[src/rtl/tlpwm_pkg.sv]
package tlpwm_pkg;
  localparam int unsigned NUM_PH       = 3;
  localparam int unsigned GATES_PER_PH = 4;
  localparam int unsigned CAR_PER_PH   = 2;
  localparam int unsigned NUM_PAIRS    = NUM_PH * CAR_PER_PH;
  localparam int unsigned NUM_GATES    = NUM_PH * GATES_PER_PH;
endpackage

[src/rtl/tlpwm_carrier.sv]
module tlpwm_carrier #(
  parameter int unsigned CNT_W = 12
) (
  input  logic             clk_i,
  input  logic             rst_ni,
  input  logic             en_i,
  input  logic [CNT_W-1:0] half_period_i,
  output logic [CNT_W-1:0] cnt_o,
  output logic [CNT_W-1:0] hp_eff_o,
  output logic             peak_o
);
  logic [CNT_W-1:0] cnt_q;
  logic             down_q;

  assign hp_eff_o = (half_period_i == '0) ? CNT_W'(1) : half_period_i;
  assign peak_o   = en_i & ~down_q & (cnt_q >= hp_eff_o);
  assign cnt_o    = cnt_q;

  always_ff @(posedge clk_i or negedge rst_ni) begin
    if (!rst_ni) begin
      cnt_q  <= '0;
      down_q <= 1'b0;
    end else if (!en_i) begin
      cnt_q  <= '0;
      down_q <= 1'b0;
    end else if (peak_o) begin
      down_q <= 1'b1;
      cnt_q  <= cnt_q - 1'b1;
    end else if (down_q) begin
      if (cnt_q == '0) begin
        down_q <= 1'b0;
        cnt_q  <= cnt_q + 1'b1;
      end else begin
        cnt_q <= cnt_q - 1'b1;
      end
    end else begin
      cnt_q <= cnt_q + 1'b1;
    end
  end
endmodule

[src/rtl/tlpwm_compare.sv]
module tlpwm_compare #(
  parameter int unsigned CNT_W = 12,
  parameter int unsigned MOD_W = 13
) (
  input  logic                    clk_i,
  input  logic                    rst_ni,
  input  logic                    en_i,
  input  logic                    peak_i,
  input  logic signed [MOD_W-1:0] mod_i,
  input  logic [CNT_W-1:0]        cnt_i,
  input  logic [CNT_W-1:0]        hp_i,
  output logic signed [MOD_W-1:0] mod_q_o,
  output logic [1:0]              cmd_o
);
  localparam int unsigned CW = ((MOD_W > CNT_W + 1) ? MOD_W : CNT_W + 1) + 1;

  logic signed [MOD_W-1:0] mod_q;
  logic signed [CW-1:0]    m_x;
  logic signed [CW-1:0]    car [2];
  logic [1:0]              cmd_q;

  assign m_x    = CW'(mod_q);
  assign car[0] = CW'({1'b0, cnt_i});
  assign car[1] = CW'({1'b0, cnt_i}) - CW'({1'b0, hp_i});

  always_ff @(posedge clk_i or negedge rst_ni) begin
    if (!rst_ni)      mod_q <= '0;
    else if (!en_i)   mod_q <= '0;
    else if (peak_i)  mod_q <= mod_i;
  end

  // index 0: upper carrier, index 1: lower carrier; equality holds state
  for (genvar k = 0; k < 2; k++) begin : g_car
    always_ff @(posedge clk_i or negedge rst_ni) begin
      if (!rst_ni)             cmd_q[k] <= 1'b0;
      else if (!en_i)          cmd_q[k] <= 1'b0;
      else if (m_x > car[k])   cmd_q[k] <= 1'b1;
      else if (m_x < car[k])   cmd_q[k] <= 1'b0;
    end
  end

  assign mod_q_o = mod_q;
  assign cmd_o   = cmd_q;
endmodule

[src/rtl/tlpwm_deadtime.sv]
module tlpwm_deadtime #(
  parameter int unsigned DT_W = 6
) (
  input  logic            clk_i,
  input  logic            rst_ni,
  input  logic            en_i,
  input  logic            cmd_i,
  input  logic [DT_W-1:0] dead_i,
  output logic            pos_o,
  output logic            neg_o,
  output logic            tgt_o
);
  logic            tgt_q;
  logic [DT_W-1:0] wait_q;
  logic            settled;

  always_ff @(posedge clk_i or negedge rst_ni) begin
    if (!rst_ni) begin
      tgt_q  <= 1'b0;
      wait_q <= '0;
    end else if (!en_i) begin
      tgt_q  <= 1'b0;
      wait_q <= dead_i;
    end else if (cmd_i != tgt_q) begin
      tgt_q  <= cmd_i;
      wait_q <= dead_i;
    end else if (wait_q != '0) begin
      wait_q <= wait_q - 1'b1;
    end
  end

  assign settled = en_i & (wait_q == '0);
  assign pos_o   = settled & tgt_q;
  assign neg_o   = settled & ~tgt_q;
  assign tgt_o   = tgt_q;
endmodule

[src/rtl/three_level_pwm.sv]
module three_level_pwm
  import tlpwm_pkg::*;
#(
  parameter int unsigned CNT_W = 12,
  parameter int unsigned MOD_W = 13,
  parameter int unsigned DT_W  = 6
) (
  input  logic                    clk_i,
  input  logic                    rst_ni,
  input  logic                    en_i,
  input  logic [CNT_W-1:0]        half_period_i,
  input  logic [DT_W-1:0]         dead_i,
  input  logic signed [MOD_W-1:0] mod_a_i,
  input  logic signed [MOD_W-1:0] mod_b_i,
  input  logic signed [MOD_W-1:0] mod_c_i,
  output logic [NUM_GATES-1:0]    gate_o,
  output logic                    peak_o
);
  logic [CNT_W-1:0]          carrier_cnt;
  logic [CNT_W-1:0]          hp_eff;
  logic                      peak;
  logic signed [MOD_W-1:0]   mod_arr [NUM_PH];
  logic signed [MOD_W-1:0]   mq_arr  [NUM_PH];
  logic [NUM_PH*MOD_W-1:0]   mq_flat;
  logic [1:0]                cmd_arr [NUM_PH];
  logic [NUM_PH-1:0]         cmd_hi, cmd_lo;
  logic [NUM_PAIRS-1:0]      pair_pos, pair_neg, pair_tgt;

  assign mod_arr[0] = mod_a_i;
  assign mod_arr[1] = mod_b_i;
  assign mod_arr[2] = mod_c_i;

  tlpwm_carrier #(.CNT_W(CNT_W)) u_car (
    .clk_i, .rst_ni, .en_i, .half_period_i,
    .cnt_o(carrier_cnt), .hp_eff_o(hp_eff), .peak_o(peak)
  );
  assign peak_o = peak;

  for (genvar p = 0; p < NUM_PH; p++) begin : g_ph
    tlpwm_compare #(.CNT_W(CNT_W), .MOD_W(MOD_W)) u_cmp (
      .clk_i, .rst_ni, .en_i, .peak_i(peak), .mod_i(mod_arr[p]),
      .cnt_i(carrier_cnt), .hp_i(hp_eff), .mod_q_o(mq_arr[p]), .cmd_o(cmd_arr[p])
    );
    assign mq_flat[p*MOD_W +: MOD_W] = mq_arr[p];
    assign cmd_hi[p] = cmd_arr[p][0];
    assign cmd_lo[p] = cmd_arr[p][1];

    for (genvar h = 0; h < CAR_PER_PH; h++) begin : g_pair
      tlpwm_deadtime #(.DT_W(DT_W)) u_dt (
        .clk_i, .rst_ni, .en_i, .cmd_i(cmd_arr[p][h]), .dead_i,
        .pos_o(pair_pos[p*CAR_PER_PH+h]), .neg_o(pair_neg[p*CAR_PER_PH+h]),
        .tgt_o(pair_tgt[p*CAR_PER_PH+h])
      );
      assign gate_o[p*GATES_PER_PH + h]     = pair_pos[p*CAR_PER_PH+h];
      assign gate_o[p*GATES_PER_PH + 2 + h] = pair_neg[p*CAR_PER_PH+h];
    end
  end
endmodule

[config.mk]
export PLATFORM = sky130hd
export DESIGN_NAME = three_level_pwm
export DESIGN_NICKNAME = d
export VERILOG_FILES = /design/src/rtl/tlpwm_pkg.sv /design/src/rtl/tlpwm_carrier.sv /design/src/rtl/tlpwm_compare.sv /design/src/rtl/tlpwm_deadtime.sv /design/src/rtl/three_level_pwm.sv
export SDC_FILE = /design/constraint.sdc
export NUM_CORES = 1
export LEC_CHECK = 0
export ABC_AREA = 1
export BUFFER_PORTS_ARGS = -buffer_cell sky130_fd_sc_hd__buf_2
export CAP_MARGIN = 20
export CORE_ASPECT_RATIO = 0.7
export CORE_UTILIZATION = 65
export DETAILED_ROUTE_END_ITERATION = 10
export PLACE_DENSITY_LB_ADDON = 0.3
export SLEW_MARGIN = 15
export SYNTH_ARGS = -nofsm -noshare
export SYNTH_HDL_FRONTEND = slang
export SYNTH_SLANG_ARGS = --single-unit
[constraint.sdc]
create_clock -name clk_i -period 8.57 [get_ports clk_i]
set_clock_uncertainty 0.15 [all_clocks]
set_input_delay 0.4285 -clock clk_i [delete_from_list [all_inputs] [get_ports clk_i]]
set_output_delay 0.4285 -clock clk_i [all_outputs]
set_load 0.05 [all_outputs]
==> reports/qor.txt, run 1 <==
Worst EP required - 7.99 ns
Leak - 4.72 nW
Part of the Yosys area used for sequential elements - 0.321
I/O Pins - 73
Clk Latency, worst-skew pair - 0.35 ns
Post-Synthesis Cells - 1,078
CP max FO - 57
Synth top area cells - dfrtp_1, ha_1, nand2_1, inv_1, nand3_1
Hold_buf cts - 1
Logic gate share of total power - 0.442
Final period util - 0.477
Share of cells above drive strength 1 - 0.0838
First-pass GRT wire length - 33,200 um
CP peak stage delay - 0.73 ns
Least-Margin Pin Slew - 0.898 ns
Largest area contributor in the netlist - dfrtp_1
Clk pwr share - 0.207
Startpoint types - primary input
Final hold vios - 0
Critical Path Most Common Cell - buf_2
Site Rows - 33
Vias in the first global route - 6,747
Pwr/cell area - 219 nW/um^2
CTS tree - built
Status - completed
Syn-to-layout area delta - 8.26%
Post-Syn Area - 7800 um^2
Nets - 1,287
Largest net degree at the start of global routing - 71
Met2 WL post-DR - 8330 um
Cell at the slowest stage of the critical path - nor2_1
EDFF count, synth - 0
# diodes - 0
FMAX - 245 MHz
Synth top area share - 0.321
Syn. warnings - 0
Root buf cell - clkbuf_16
Number of max-cap violations - 0
Wire per inst - 15.9 um
DRT iter0 DRCs - 742
Total track usage - 0.343
CP delay by family, top - buffers and inverters
Setup Viol. Count Final - 0
ANT nets after route - 0
Max-slew headroom - 0.401
WP buf/inv - 5
Post-synth ARST share - 1.00
Main synth FF type - dfrtp_1
Gr ovfl total - 0
GPL Wtd Cong - 0.963
RSZ-0062 raised after global routing - false
Overall Power - 1.85 mW
Crit. End Element - output pin
Synth unique cells - 41
Wire length after detailed routing - 20,500 um
Total internal power - 1.05 mW
Share of total power in sequential cells - 0.350
Clk pin slew, worst setup/hold paths - 0.07 ns
Vias post-DR - 7,398
Drt first pass iters - 6
Net Sw Power - 795 uW
Worst min path class - in -> reg
Die X - 133 um
Crit path cell chain - buf_2 > buf_4 > clkinv_1 > nor2_1 > nand2_2 > inv_2 > buf_2
Detailed placement HPWL - 15,200 um
DR top layer - met4
Maximum VDD drop - 112 uV
CTS Sinks - 100
CTS Buf Count - 9
Die area - 12,500 um^2
Clk buf depth - 2
Starting Density - 0.668
Port Buffers - 72
Core area - 11,700 um^2
Postcts setup bufs - 0
Antenna violations before repair - 0
Residual DRC count - 0
Met3 wire length - 2270 um
Die Y - 93.7 um
Clock period minus worst slack - 4.08 ns
H-tree depth reported by CTS - 3
Routed vias/inst - 5.73
#FFs+latches synth - 100
CP Class - in -> out
Syn Nets - 1,236
Worst EP arrival - 3.51 ns
Syn avg cell area - 7.24 um^2
Final Max Slew Viols - 0
Setup tns final - 0 ns
Post-CTS sizing - 0
Net Sw Frac - 0.431
Metal-1 WL - 9450 um
worst paths after layout:
path / from / endpoint / cells past startpoint / slack [ns]
worst max-delay path: en_i / peak_o / 7 / 4.49
worst min-delay path: mod_c_i[10] / g_ph[2].u_cmp.mod_q_o[10]$_DFFE_PN0P_ / 3 / 0.12
max in group asynchronous: rst_ni / g_ph[0].g_pair[0].u_dt.wait_q[4]$_DFFE_PN0P_ / 3 / 6.64
worst max register to register: u_car.cnt_o[0]$_DFF_PN0_ / g_ph[1].u_cmp.cmd_o[1]$_DFFE_PN0P_ / 22 / 4.87
min in group asynchronous: rst_ni / g_ph[0].g_pair[1].u_dt.wait_q[0]$_DFFE_PN0P_ / 2 / 0.40
worst min register to register: g_ph[2].g_pair[1].u_dt.wait_q[5]$_DFFE_PN0P_ / g_ph[2].g_pair[1].u_dt.wait_q[5]$_DFFE_PN0P_ / 2 / 0.39
registers in the layout (all words and copies together), names as in the netlist:
| register | count |
|---|---|
| g_ph.g_pair.u_dt.wait_q | 36 |
| g_ph.u_cmp.mod_q_o | 39 |
| g_ph.u_cmp.cmd_o | 6 |
| u_car.down_q | 1 |
| g_ph.g_pair.u_dt.tgt_o | 6 |
| u_car.cnt_o | 12 |
power by group through the flow:
| stage | Combinational (mW) | Sequential, mW | Clock, mW |
|---|---|---|---|
| 6_report | 0.816 | 0.647 | 0.382 |
| 3_3_place_gp | 0.767 | 0.649 | 0 |
| 3_5_place_dp | 0.789 | 0.649 | 0 |
| 5_1_grt | 0.932 | 0.656 | 0.400 |
| 2_1_floorplan | 0.618 | 0.615 | 0 |
| 4_1_cts | 0.799 | 0.643 | 0.384 |
cells in the mapped netlist (3+ instances only):
master    instances
buf_4            12
buf_1             5
nor3_1           15
nand2_1         304
clkbuf_1          5
a21o_1            5
inv_1           127
ha_1             97
a21oi_1          48
dfrtp_1         100
xor2_1           16
nand3b_1          7
nor4_1            4
o21ai_0          66
o21bai_1          3
a211oi_1          4
nand4_1           9
o211ai_1          7
nand3_1          85
a31oi_1          11
nor3b_1           3
xnor2_1          19
buf_2            12
nor2_1           92
layer usage:
| metal | GRT usage | vias to the layer above |
|---|---|---|
| met1 | 0.491 | 3366 |
| met2 | 0.499 | 354 |
| met4 | 0.104 | 0 |
| met3 | 0.0965 | 48 |
| li1 | - | 3630 |
| met5 | 0 | - |
per-stage QoR:
step	std cells	setup slack (ns)	util	instance area (um^2)	hold slack, ns
finish	1291	4.49	0.723	8450	0.123
CTS	1291	4.55	0.723	8450	0.120
floorplan	1078	5.22	-	7800	-0.0171
global route	1291	4.27	0.723	8450	0.122
detailed placement	1274	4.55	0.699	8170	0.226
global placement	1274	4.69	0.699	8170	0.228
layout by cell type, fill, tap and decap left out, types with 2 or more instances in the layout:
master     instances
a211oi_1           4
nor4_1             4
xor2_1            16
ha_1              97
nor3b_1            3
a21oi_1           48
inv_1            127
nand3_2            2
buf_4              4
clkbuf_1           3
a221oi_1           2
nor3_1            15
o211ai_1           7
a31oi_1           11
nand4_1            9
o21ai_0           66
dfrtp_1          100
nand3_1           85
nand2_1          304
clkinv_2           2
a21o_1             5
xnor2_1           19
buf_2             71
clkbuf_16          9
o21a_1             2
o21bai_1           3
nor2_1            92
a41oi_1            2
nand3b_1           7
area by class of cell:
cell class	instances	area [um^2]
Tap cell	157	196
Inverter	129	484
Timing Repair Buffer	76	395
Clock inverter	4	26.3
Clock buffer	12	236
Multi-Input combinational cell	813	4600
Sequential cell	100	2500
Fill cell	949	3240
cells by family after synthesis:
logic type,share of synthesized area
AO/OA/AOI/OAI,0.112
XOR/XNOR,0.0393
flip-flops,0.321
adder cells (fa/ha/maj),0.158
AND/OR/NAND/NOR,0.281
buffers and inverters,0.0890
tightest hold or removal path: stages:
cell	delay, ns
buf_2	0.08
nand2_1	0.04
nand2_1	0.05
No activity file was read; power rests on OpenSTA's default activity.
==> run 2: changes to the inputs <==
Settings changed: CORE_UTILIZATION 65 to 61.
Clock period 8.57 ns to 3.94 ns, I/O delays scaled along.
==> run 2 against run 1 <==
- sequential share of layout area is 1.5 points lower
- total power is 120% higher
- largest cell class unchanged
- count of clock-buffer cells in the layout stayed put
- hold slack lost 0.081 ns
- register-to-register slack worse by 4.5 ns
- non-clock buffer count rose by 46
- sequential power rose by 120%
==> reports/qor.txt, run 2 (same netlist as run 1, synthesis figures left out) <==
Status - completed (unchanged)
Syn-to-layout area delta - 14.1% (was 8.26%)
# fillers - 1,004 (was 949)
Pwr/cell area - 457 nW/um^2 (was 219 nW/um^2)
Share of cells above drive strength 1 - 0.0865 (was 0.0838)
Worst EP arrival - 3.64 ns (was 3.51 ns)
Largest net degree at the start of global routing - 59 (was 71)
Site Rows - 34 (was 33)
Multi-input logic area - 4600 um^2 (unchanged)
Sequential cell area - 2500 um^2 (unchanged)
I/O Pins - 73 (unchanged)
Drt first pass iters - 5 (was 6)
Wire per inst - 16.1 um (was 15.9 um)
CTS Buf Count - 9 (unchanged)
Leak - 4.92 nW (was 4.72 nW)
Routed vias/inst - 5.61 (was 5.73)
Post-CTS sizing - 0 (unchanged)
Die area - 13,300 um^2 (was 12,500 um^2)
Final Max Slew Viols - 0 (unchanged)
Most frequent cells in the layout - nand2_1, inv_1, dfrtp_1 (unchanged)
Core area - 12,500 um^2 (was 11,700 um^2)
Wire length after detailed routing - 21,600 um (was 20,500 um)
Residual DRC count - 0 (unchanged)
Least-Margin Pin Slew - 0.865 ns (was 0.898 ns)
Detailed placement HPWL - 15,600 um (was 15,200 um)
Max-slew headroom - 0.421 (was 0.401)
# diodes - 0 (unchanged)
Starting Density - 0.626 (was 0.668)
Die Y - 96.6 um (was 93.7 um)
Vias post-DR - 7,519 (was 7,398)
Final period util - 0.899
Clk buf depth - 2 (unchanged)
CTS Sinks - 100 (unchanged)
H-tree depth reported by CTS - 3 (unchanged)
Setup Viol. Count Final - 0 (unchanged)
Postcts setup bufs - 0 (unchanged)
GPL Wtd Cong - 0.950 (was 0.963)
Hold WS - 0.0420 ns (was 0.123 ns)
Clock period minus worst slack - 3.54 ns
FMAX - 282 MHz
Final hold vios - 0 (unchanged)
Root buf cell - clkbuf_16 (unchanged)
Most common cell after layout, fill and taps aside - nand2_1 (unchanged)
Number of max-cap violations - 0 (unchanged)
Clk Latency, worst-skew pair - 0.35 ns (about the same)
Hold_buf cts - 40 (was 1)
Antenna violations before repair - 0 (unchanged)
Gr ovfl total - 0 (unchanged)
Worst EP required - 4.04 ns (was 7.99 ns)
Crit. End Element - register (was output pin)
Setup tns final - 0 ns (unchanged)
Startpoint types - register (was primary input)
ANT nets after route - 0 (unchanged)
Die X - 137 um (was 133 um)
Clk pin slew, worst setup/hold paths - 0.08 ns (was 0.07 ns)
Nets - 1,333 (was 1,287)
CTS tree - built (unchanged)
Port Buffers - 72 (unchanged)
Vias in the first global route - 7,024 (was 6,747)
Total track usage - 0.345 (was 0.343)
First-pass GRT wire length - 35,000 um (was 33,200 um)
Largest register FFs - 39 (unchanged)
DRT iter0 DRCs - 715 (was 742)
Worst min path class - in -> reg (unchanged)
CP max FO - 6 (was 57)
Maximum VDD drop - 284 uV (was 112 uV)
RSZ-0062 raised after global routing - false (unchanged)
CP Class - reg -> reg (was in -> out)
## run 2: cell types whose count changed in the layout (fill, tap and decap cells not counted), sizes merged
cell / previous run / this run
buf: 75 / 82
inv: 128 / 129
clkinvlp: 1 / 0
clkinv: 4 / 3
dlygate4sd3: 1 / 40
## run 2: worst max-delay path: stages (launching register included)
cell and delay, ns:
dfrtp_1 0.37, inv_1 0.18, ha_1 0.18, inv_1 0.08
fa_1 0.41, a21oi_1 0.19, o21bai_1 0.14, a21oi_1 0.23
inv_1 0.06, nand3_1 0.08, nand2_1 0.06, nand2_1 0.06
nand2_1 0.10, ha_1 0.31, nand2_1 0.07, nor4_1 0.30
o21ai_0 0.20, nand2_1 0.10, nand2_1 0.08, nand2_1 0.06
nor2_1 0.04
## run 2: cell type report
class | count | share of cell area
clock buffer | 12 | 0.0277
clock inverter | 3 | 0.00253
inverter | 129 | 0.0544
multi-input combinational | 813 | 0.517
sequential | 100 | 0.281
tap | 162 | 0.0228
timing repair buffer | 122 | 0.0942
## run 2: power breakdown
group / switching, mW / internal, mW
Clock: 0.396 / 0.446
Sequential: 0.191 / 1.21
Combinational: 1.14 / 0.683
## run 2: routing by layer
| layer | global-route usage | vias to the layer above | wire length, um |
|---|---|---|---|
| met5 | 0 | - | 0 |
| met4 | 0.0913 | 0 | 456 |
| met3 | 0.0823 | 48 | 2270 |
| met2 | 0.498 | 369 | 9030 |
| met1 | 0.512 | 3373 | 9820 |
| li1 | - | 3729 | - |
## run 2: path summary, 6_finish.rpt
path                                                         startpoint                                            to  slack, ns  cells after the start
max reg2reg                                    u_car.cnt_o[0]$_DFF_PN0_            g_ph[2].u_cmp.cmd_o[1]$_DFFE_PN0P_       0.40                     20
max                                            u_car.cnt_o[0]$_DFF_PN0_            g_ph[2].u_cmp.cmd_o[1]$_DFFE_PN0P_       0.40                     20
min                                                           dead_i[3]  g_ph[2].g_pair[0].u_dt.wait_q[3]$_DFFE_PN0P_       0.04                      3
max in group asynchronous                                        rst_ni          g_ph[1].u_cmp.mod_q_o[8]$_DFFE_PN0P_       2.46                      3
min in group asynchronous                                        rst_ni          g_ph[1].u_cmp.mod_q_o[4]$_DFFE_PN0P_       0.29                      2
min reg2reg                g_ph[2].g_pair[0].u_dt.wait_q[1]$_DFFE_PN0P_  g_ph[2].g_pair[0].u_dt.wait_q[1]$_DFFE_PN0P_       0.37                      2
## run 2: through the flow
stage | setup slack, ns | instance area, um^2 | util | std cells | power (mW)
after global placement | 0.475 | 8230 | 0.660 | 1286 | 3.09
after global routing | 0.190 | 8900 | 0.714 | 1341 | 4.37
after floorplan | 0.819 | 7800 | - | 1078 | 2.68
final | 0.397 | 8900 | 0.714 | 1341 | 4.06
after CTS | 0.532 | 8900 | 0.714 | 1341 | 4.03
after detailed placement | 0.344 | 8230 | 0.660 | 1286 | 3.14
